==> src/rtl/addr_chain_pkg.sv <==
package addr_chain_pkg;
   localparam int DEF_SLICE_W = 8;
   localparam int DEF_FULL_SLICES = 2;
   localparam int DEF_TOP_W = 1;

   function automatic int slice_width(input int idx, input int n_full,
                                      input int full_w, input int top_w);
      return (idx < n_full) ? full_w : top_w;
   endfunction
endpackage

==> src/rtl/cnt_slice.sv <==
module cnt_slice #(
   parameter int W = 8
) (
   input  logic         clk,
   input  logic         clr,
   input  logic         cen,
   output logic [W-1:0] cnt_o,
   output logic [W-1:0] q_o,
   output logic         rco_o
);
   if (W < 1) begin : g_bad_w
      $error("cnt_slice: W must be at least 1");
   end

   logic [W-1:0] cnt_q;
   logic [W-1:0] out_q;

   always_ff @(posedge clk) begin
      if (clr)      cnt_q <= '0;
      else if (cen) cnt_q <= cnt_q + W'(1);
   end

   always_ff @(posedge clk) begin
      if (clr) out_q <= '0;
      else     out_q <= cnt_q;
   end

   assign rco_o = cen & (&cnt_q);
   assign cnt_o = cnt_q;
   assign q_o   = out_q;


   slice_wrap_chk: assert property (@(posedge clk) disable iff (clr)
      (cen && (&cnt_q)) |=> (cnt_q == '0));


   slice_hold_chk: assert property (@(posedge clk) disable iff (clr)
      !cen |=> $stable(cnt_q));
endmodule

==> src/rtl/addr_chain.sv <==
module addr_chain
   import addr_chain_pkg::*;
#(
   parameter int  SLICE_W     = DEF_SLICE_W,
   parameter int  FULL_SLICES = DEF_FULL_SLICES,
   parameter int  TOP_W       = DEF_TOP_W,
   parameter bit  TC_REG      = 1'b1,
   localparam int ADDR_W      = SLICE_W * FULL_SLICES + TOP_W,
   localparam int N_SLICES    = FULL_SLICES + 1
) (
   input  logic              clk,
   input  logic              clr,
   input  logic              cnt_en,
   output logic [ADDR_W-1:0] addr_o,
   output logic              tc_o
);
   if (SLICE_W < 1 || FULL_SLICES < 1 || TOP_W < 1) begin : g_bad_cfg
      $error("addr_chain: slice widths and count must be at least 1");
   end

   logic [N_SLICES:0] carry;
   logic [ADDR_W-1:0] cnt_all;
   logic [ADDR_W-1:0] addr_all;

   assign carry[0] = cnt_en;

   for (genvar g = 0; g < N_SLICES; g++) begin : g_slice
      localparam int SW = slice_width(g, FULL_SLICES, SLICE_W, TOP_W);
      localparam int LO = g * SLICE_W;
      logic [SW-1:0] cnt_s;
      logic [SW-1:0] q_s;

      cnt_slice #(.W(SW)) u_slice (
         .clk   (clk),
         .clr   (clr),
         .cen   (carry[g]),
         .cnt_o (cnt_s),
         .q_o   (q_s),
         .rco_o (carry[g+1])
      );

      assign cnt_all[LO +: SW]  = cnt_s;
      assign addr_all[LO +: SW] = q_s;
   end

   assign addr_o = addr_all;

   if (TC_REG) begin : g_tc_reg
      logic tc_q;
      always_ff @(posedge clk) begin
         if (clr) tc_q <= 1'b0;
         else     tc_q <= &cnt_all;
      end
      assign tc_o = tc_q;


      tc_align_chk: assert property (@(posedge clk) disable iff (clr)
         tc_o == (&addr_o));
   end else begin : g_tc_comb
      assign tc_o = &addr_all;
   end


   clear_zero_chk: assert property (@(posedge clk)
      clr |=> (cnt_all == '0 && addr_o == '0 && !tc_o));


   advance_chk: assert property (@(posedge clk) disable iff (clr)
      cnt_en |=> (cnt_all == $past(cnt_all) + ADDR_W'(1)));


   hold_chk: assert property (@(posedge clk) disable iff (clr)
      !cnt_en |=> $stable(cnt_all));


   lag_chk: assert property (@(posedge clk) disable iff (clr)
      !$past(clr) |-> (addr_o == $past(cnt_all)));
endmodule

==> config.mk <==
export PLATFORM = sky130hd
export DESIGN_NAME = addr_chain
export DESIGN_NICKNAME = d
export VERILOG_FILES = /design/src/rtl/addr_chain_pkg.sv /design/src/rtl/cnt_slice.sv /design/src/rtl/addr_chain.sv
export SDC_FILE = /design/constraint.sdc
export NUM_CORES = 1
export LEC_CHECK = 0
export ABC_AREA = 1
export BUFFER_PORTS_ARGS = -buffer_cell sky130_fd_sc_hd__clkbuf_2
export CELL_PAD_IN_SITES_DETAIL_PLACEMENT = 0
export CELL_PAD_IN_SITES_GLOBAL_PLACEMENT = 1
export CORE_MARGIN = 5
export CORE_UTILIZATION = 30
export DETAILED_ROUTE_END_ITERATION = 7
export PLACE_DENSITY = 0.61
export REMOVE_ABC_BUFFERS = 1
export SYNTH_ARGS = -nofsm -noshare
export SYNTH_HDL_FRONTEND = slang
export SYNTH_HIERARCHICAL = 1
export SYNTH_SLANG_ARGS = --single-unit
==> constraint.sdc <==
create_clock -name clk -period 2.4 [get_ports clk]
set_input_delay 0.12 -clock clk [delete_from_list [all_inputs] [get_ports clk]]
set_output_delay 0.12 -clock clk [all_outputs]
set_load 0.05 [all_outputs]
After elaboration in Yosys (flattened, before gate mapping)

Index checks and enable logic that the tools add are counted.

Input bits: 3
Memory bits (read-only): 0
Memories: 0
Bits in latches: 0
Flip-flop bits (word level): 35
RAM bits: 0
Output and inout port bits: 18
Word-level logic and storage cells: 15

Multipliers: 0
Divide/modulo/power cells: 0
Order comparisons: 0
Reductions and logical operators: 3
Equality and inequality tests: 0
$add $sub $neg: 3
Bitwise logic cells: 2
Mux-type cells: 0
Shift operators: 0

Operators by type and width:

| cell                  | number |
|---|---|
| $reduce_and A17 Y1    | 1 |
| $add A8 B1 Y8 const B | 2 |
| $reduce_and A8 Y1     | 2 |
| $and A1 B1 Y1         | 2 |
| $add A1 B1 Y1 const B | 1 |

Depth between registers and ports, before layout

Depth in word-level cells: 3
Gate-level depth with buffers: 12
Depth with buffers taken out: 12

Hierarchy

The synthesis kept the hierarchy.

By module, submodules not included:

| module                             | sequential area each (um^2) | cells each | area each (um^2) | times used |
|---|---|---|---|---|
| cnt_slice (g_slice[0].u_slice ...) | 320.3                       | 72         | 580.6            | 2 |
| addr_chain                         | 20.0                        | 18         | 90.1             | 1 |
| cnt_slice (g_slice[2].u_slice)     | 40.0                        | 9          | 67.6             | 1 |

Worst setup path after synthesis

OpenSTA, ideal clock, no wires.

Kind: register -> register
Start point: reg g_slice[0].u_slice.cnt_q[0]
End point: reg g_slice[2].u_slice.cnt_q
Required time: 2284 ps
Period minus slack after synthesis: 1921 ps
Buffers on the path: 0
Stages on the path, launching flop included: 13
Library setup time: 116 ps
Path slack: 479 ps
Data arrival time: 1805 ps
Cell sequence: dfxtp_1 -> ha_1 -> nand3_2 -> nor2_2 -> nand3_1 -> nor2_1 -> nand3_2 -> nor2_2 -> nand3_1 -> nor2_1 -> nand2_1 -> inv_2 -> nor2_1

Longest elaborated chain between the ends: 3

RTL lines:

| item                   | line             | RTL |
|---|---|---|
| start, declared        | cnt_slice.sv:15  | `logic [W-1:0] cnt_q;` |
| start signal, assigned | cnt_slice.sv:20  | `else if (cen) cnt_q <= cnt_q + W'(1);` |
| $reduce_and A8 Y1      | cnt_slice.sv:28  | `assign rco_o = cen & (&cnt_q);` |
| $and A1 B1 Y1          | cnt_slice.sv:28  |  |
| via carry[1]           | addr_chain.sv:21 | `logic [N_SLICES:0] carry;` |
| $and A1 B1 Y1          | cnt_slice.sv:28  |  |
| via carry[2]           | addr_chain.sv:21 |  |
| end signal, assigned   | cnt_slice.sv:20  |  |
| end, declared          | cnt_slice.sv:15  |  |

The timed path passes the listed nets, and every way through them passes these cells.
A chain may end at the register's enable or synchronous reset.

Final worst setup path

Same ends and word-level chain as after synthesis.

==> metrics.txt <==
# TYPE chip_impl_metric gauge
chip_impl_metric{name="grt_pass1_wl",unit="mm"} 4.360
chip_impl_metric{name="drc",unit=""} 0
chip_impl_info{name="cell_types_occupying_the_most_area_after_synthesis",value="sky130_fd_sc_hd__dfxtp_1 (53%), sky130_fd_sc_hd__nor2_1 (12%), sky130_fd_sc_hd__inv_1 (7.7%)"} 1
chip_impl_metric{name="place.port_buffers",unit=""} 20
chip_impl_metric{name="max_slew_margin",unit=""} 0.6596
chip_impl_metric{name="detailedRoute.firstPassIterationCount",unit=""} 4
chip_impl_metric{name="post_cts_hold_buffer_count",unit=""} 0
chip_impl_metric{name="finalSetupViolCount",unit=""} 0
chip_impl_metric{name="total_inserted_antenna_cells",unit=""} 0
chip_impl_metric{name="clock_power_share",unit=""} 0.426
chip_impl_metric{name="seq_area_frac_synth",unit=""} 0.5313
chip_impl_metric{name="drt_iter0_markers",unit=""} 75
chip_impl_metric{name="synth_area_per_cell",unit="um2"} 7.712
chip_impl_metric{name="via_count",unit=""} 1040
chip_impl_info{name="synth_top_area_cell",value="sky130_fd_sc_hd__dfxtp_1"} 1
chip_impl_metric{name="timing_max_transition_violations_final",unit=""} 0
chip_impl_metric{name="antenna_found_initial",unit=""} 0
chip_impl_metric{name="drive_gt1_frac",unit=""} 0.1980
chip_impl_metric{name="final.hold.worst_slack",unit="ps"} 133.3
chip_impl_metric{name="clock_tree.buffer_depth",unit=""} 2
chip_impl_metric{name="floorplan.initialDensity",unit=""} 0.3050
chip_impl_metric{name="timing.critical_path.slowest_cell_delay",unit="ps"} 420
chip_impl_metric{name="overflow",unit=""} 0
chip_impl_info{name="dominant_cell_by_count_in_the_synthesized_netlist",value="sky130_fd_sc_hd__nor2_1"} 1
chip_impl_info{name="cts_root_buf",value="sky130_fd_sc_hd__clkbuf_8"} 1
chip_impl_metric{name="clkTransAtPathRegs",unit="ps"} 70
chip_impl_metric{name="area_delta_synth_final",unit="%"} 19.54
chip_impl_metric{name="post-route-worst-setup-slack",unit="ps"} 512.2
chip_impl_info{name="synth_top_flop_cell",value="sky130_fd_sc_hd__dfxtp_1"} 1
chip_impl_metric{name="die-height",unit="um"} 76.30
chip_impl_metric{name="num_rows",unit=""} 24
chip_impl_metric{name="synth_async_sr_flop_share",unit=""} 0
chip_impl_metric{name="setup_slack_of_the_most_critical_reg_to_reg_path",unit="ps"} 510
chip_impl_metric{name="num-nets-final",unit=""} 201
chip_impl_metric{name="power.combinational.fraction",unit=""} 0.030
chip_impl_metric{name="die_width",unit="um"} 76.30
chip_impl_metric{name="synth_top_cell_area_share",unit=""} 0.5313
chip_impl_metric{name="place_congestion",unit=""} 0.7555
chip_impl_metric{name="h-tree-depth",unit=""} 2
chip_impl_metric{name="wl",unit="mm"} 2.451
chip_impl_metric{name="finalCriticalPeriod",unit="ps"} 1888
chip_impl_metric{name="num_clock_sinks",unit=""} 35
chip_impl_info{name="cp-start-kind",value="flip-flop"} 1
chip_impl_metric{name="setup_total_negative_slack",unit="ps"} 0
chip_impl_metric{name="synth_area",unit="um2"} 1319
chip_impl_metric{name="synth-warning-count",unit=""} 6
chip_impl_metric{name="hold_viol",unit=""} 0
chip_impl_metric{name="wire_per_inst",unit="um"} 9.843
chip_impl_metric{name="grt_usage",unit=""} 0.09173
chip_impl_metric{name="cts.repair_timing.setup_buffer_count",unit=""} 0
chip_impl_metric{name="power.internal",unit="W"} 0.0008554
chip_impl_metric{name="route.met3.wl",unit="um"} 135
chip_impl_info{name="run_status",value="complete, no violations"} 1
chip_impl_metric{name="min_period_over_period",unit=""} 0.7866
chip_impl_info{name="hold_path.class",value="input pin to flip-flop"} 1
chip_impl_metric{name="number_of_different_library_cells_in_the_post_synthesis_netlist",unit=""} 17
chip_impl_metric{name="relative_contribution_of_sequential_cells_to_total_power",unit=""} 0.544
chip_impl_metric{name="max-vdd-ir-drop",unit="mV"} 0.1991
chip_impl_metric{name="met1Wirelength",unit="mm"} 1.106
chip_impl_metric{name="dp.final_hpwl",unit="mm"} 1.765
chip_impl_metric{name="switching_share",unit=""} 0.2109
chip_impl_info{name="setup_repair_after_global_routing_missed_its_margin",value="no"} 1
chip_impl_metric{name="cap_violations",unit=""} 0
chip_impl_metric{name="cts_repair_resize_count",unit=""} 0
chip_impl_metric{name="grt_start_max_net_pins",unit=""} 26
chip_impl_metric{name="power_leakage",unit="nW"} 0.6748
chip_impl_metric{name="antenna_violating_nets_remaining",unit=""} 0
chip_impl_metric{name="tritoncts.num_buffers",unit=""} 5
chip_impl_metric{name="total_switching_power",unit="W"} 0.0002286
chip_impl_metric{name="cp_data_required_time",unit="ps"} 2580
chip_impl_metric{name="power.density",unit="nW/um2"} 687.6
chip_impl_metric{name="netlist_instances",unit=""} 171
chip_impl_metric{name="maxClockFrequency",unit="GHz"} 0.5297
chip_impl_info{name="route.top_layer_used",value="met4"} 1
chip_impl_metric{name="detailroute.wirelength.met2",unit="mm"} 1.165
chip_impl_metric{name="core_area",unit="um2"} 4324
chip_impl_info{name="synthTopCellsByCount",value="sky130_fd_sc_hd__nor2_1 (41), sky130_fd_sc_hd__dfxtp_1 (35), sky130_fd_sc_hd__inv_1 (27), sky130_fd_sc_hd__nand2_1 (25), sky130_fd_sc_hd__a21oi_1 (12)"} 1
chip_impl_metric{name="number_of_synthesized_flops_with_an_enable_pin",unit=""} 0
chip_impl_metric{name="crit_path_max_fanout",unit=""} 6
chip_impl_info{name="clock_tree_from_tritoncts",value="built"} 1
chip_impl_info{name="critical_path_class",value="flip-flop to flip-flop"} 1
chip_impl_metric{name="timing.critical_path.arrival",unit="ps"} 2070
chip_impl_metric{name="design.die.area",unit="um2"} 5822
chip_impl_metric{name="tightestPinTransition",unit="ps"} 510.6
chip_impl_metric{name="postSynthRegisterBits",unit=""} 35
chip_impl_info{name="crit_top_cell",value="sky130_fd_sc_hd__nor2_1"} 1
chip_impl_metric{name="worst_clock_skew",unit="ps"} 3.689
chip_impl_info{name="worst_path_max_delay_cell",value="sky130_fd_sc_hd__dfxtp_1"} 1
chip_impl_metric{name="grt_pass1_vias",unit=""} 980
chip_impl_metric{name="clock_latency",unit="ps"} 280
chip_impl_metric{name="detail_route.vias_per_cell",unit=""} 4.177
chip_impl_info{name="worst_setup_path_end_kind",value="flip-flop"} 1
chip_impl_metric{name="place_ws",unit="ps"} 512.7
chip_impl_metric{name="ios",unit=""} 21
chip_impl_info{name="worstPathCellList",value="ha_1 -> nand3_2 -> nor2_2 -> nand3_1 -> nor2_1 -> nand3_2 -> nor2_2 -> nand3_1 -> nor2_1 -> nand2_1 -> inv_2 -> nor2_1"} 1
[final cells by class]
class | instances | area (um2)
tap | 52 | 65.06
clock buffer | 8 | 100.1
inverter | 28 | 105.1
sequential | 35 | 700.7
fill | 483 | 2748
timing repair buffer | 21 | 107.6
multi-input combinational | 105 | 498.0
[layer usage]
| metal | vias up | GRT usage |
|---|---|---|
| met2 | 18 | 0.1490 |
| met4 | 0 | 0.03671 |
| met5 | - | 0 |
| li1 | 571 | - |
| met3 | 5 | 0.04374 |
| met1 | 446 | 0.1028 |
[layout by cell type (no fill, tap or decap)]
master and count:
sky130_fd_sc_hd__buf_4 1, sky130_fd_sc_hd__nor2_2 2, sky130_fd_sc_hd__clkbuf_1 1, sky130_fd_sc_hd__inv_1 27
sky130_fd_sc_hd__nor3_1 2, sky130_fd_sc_hd__ha_1 2, sky130_fd_sc_hd__nand2_1 25, sky130_fd_sc_hd__inv_2 1
sky130_fd_sc_hd__clkbuf_2 20, sky130_fd_sc_hd__nor2_1 41, sky130_fd_sc_hd__nor2_4 2, sky130_fd_sc_hd__dfxtp_1 35
sky130_fd_sc_hd__nand4_1 2, sky130_fd_sc_hd__o21ai_0 5, sky130_fd_sc_hd__nand3_2 4, sky130_fd_sc_hd__a21oi_1 12
sky130_fd_sc_hd__clkbuf_8 7, sky130_fd_sc_hd__nand3_1 6, sky130_fd_sc_hd__nand2_2 2
[path summary, 6_finish.rpt]
kind | startpoint | endpoint | cells past startpoint
max | g_slice[0].u_slice/cnt_o[0] | g_slice[2].u_slice/cnt_o | 12
min reg2reg | g_slice[0].u_slice/cnt_o[4] | g_slice[0].u_slice/q_o[4] | 2
max reg2reg | g_slice[0].u_slice/cnt_o[0] | g_slice[2].u_slice/cnt_o | 12
min | cnt_en | g_slice[0].u_slice/cnt_o[0] | 2
[sequential cells by signal (all words and copies together), names as in the netlist]
name                   count
g_slice.u_slice/cnt_o     17
tc_o                       1
g_slice.u_slice/q_o       17
[cells by family after synthesis]
kind of cell	after synthesis	synth area share
compound gates	17	0.06451
fa+ha+maj	2	0.01897
buf+inv	31	0.09109
flops	35	0.5313
simple gates	86	0.2941
[critical path, delay by kind of cell (launching register included)]
family	cells	cell delay (ps)
buf+inv	1	50
simple gates	10	1110
flops	1	420
fa+ha+maj	1	220
[metrics by stage]
stage	util	total power [W]	cells	cell area, um2
after CTS	0.3646	0.001107	249	1577
after floorplan	-	0.0006215	168	1304
after detailed placement	0.3414	0.0006361	241	1476
after global routing	0.3646	0.001134	249	1577
final	0.3646	0.001084	249	1577
after global placement	0.3414	0.0006359	241	1476
[power by group through the flow]
stage / Combinational (W) / Sequential [W] / Clock [W]
2_1_floorplan: 0.0000133 / 0.000608 / 0
3_3_place_gp: 0.0000336 / 0.000602 / 0
3_5_place_dp: 0.0000333 / 0.000603 / 0
4_1_cts: 0.0000335 / 0.000589 / 0.000485
5_1_grt: 0.0000369 / 0.000590 / 0.000507
6_report: 0.0000330 / 0.000589 / 0.000462
Note: power is estimated with default switching activity, not from simulation.
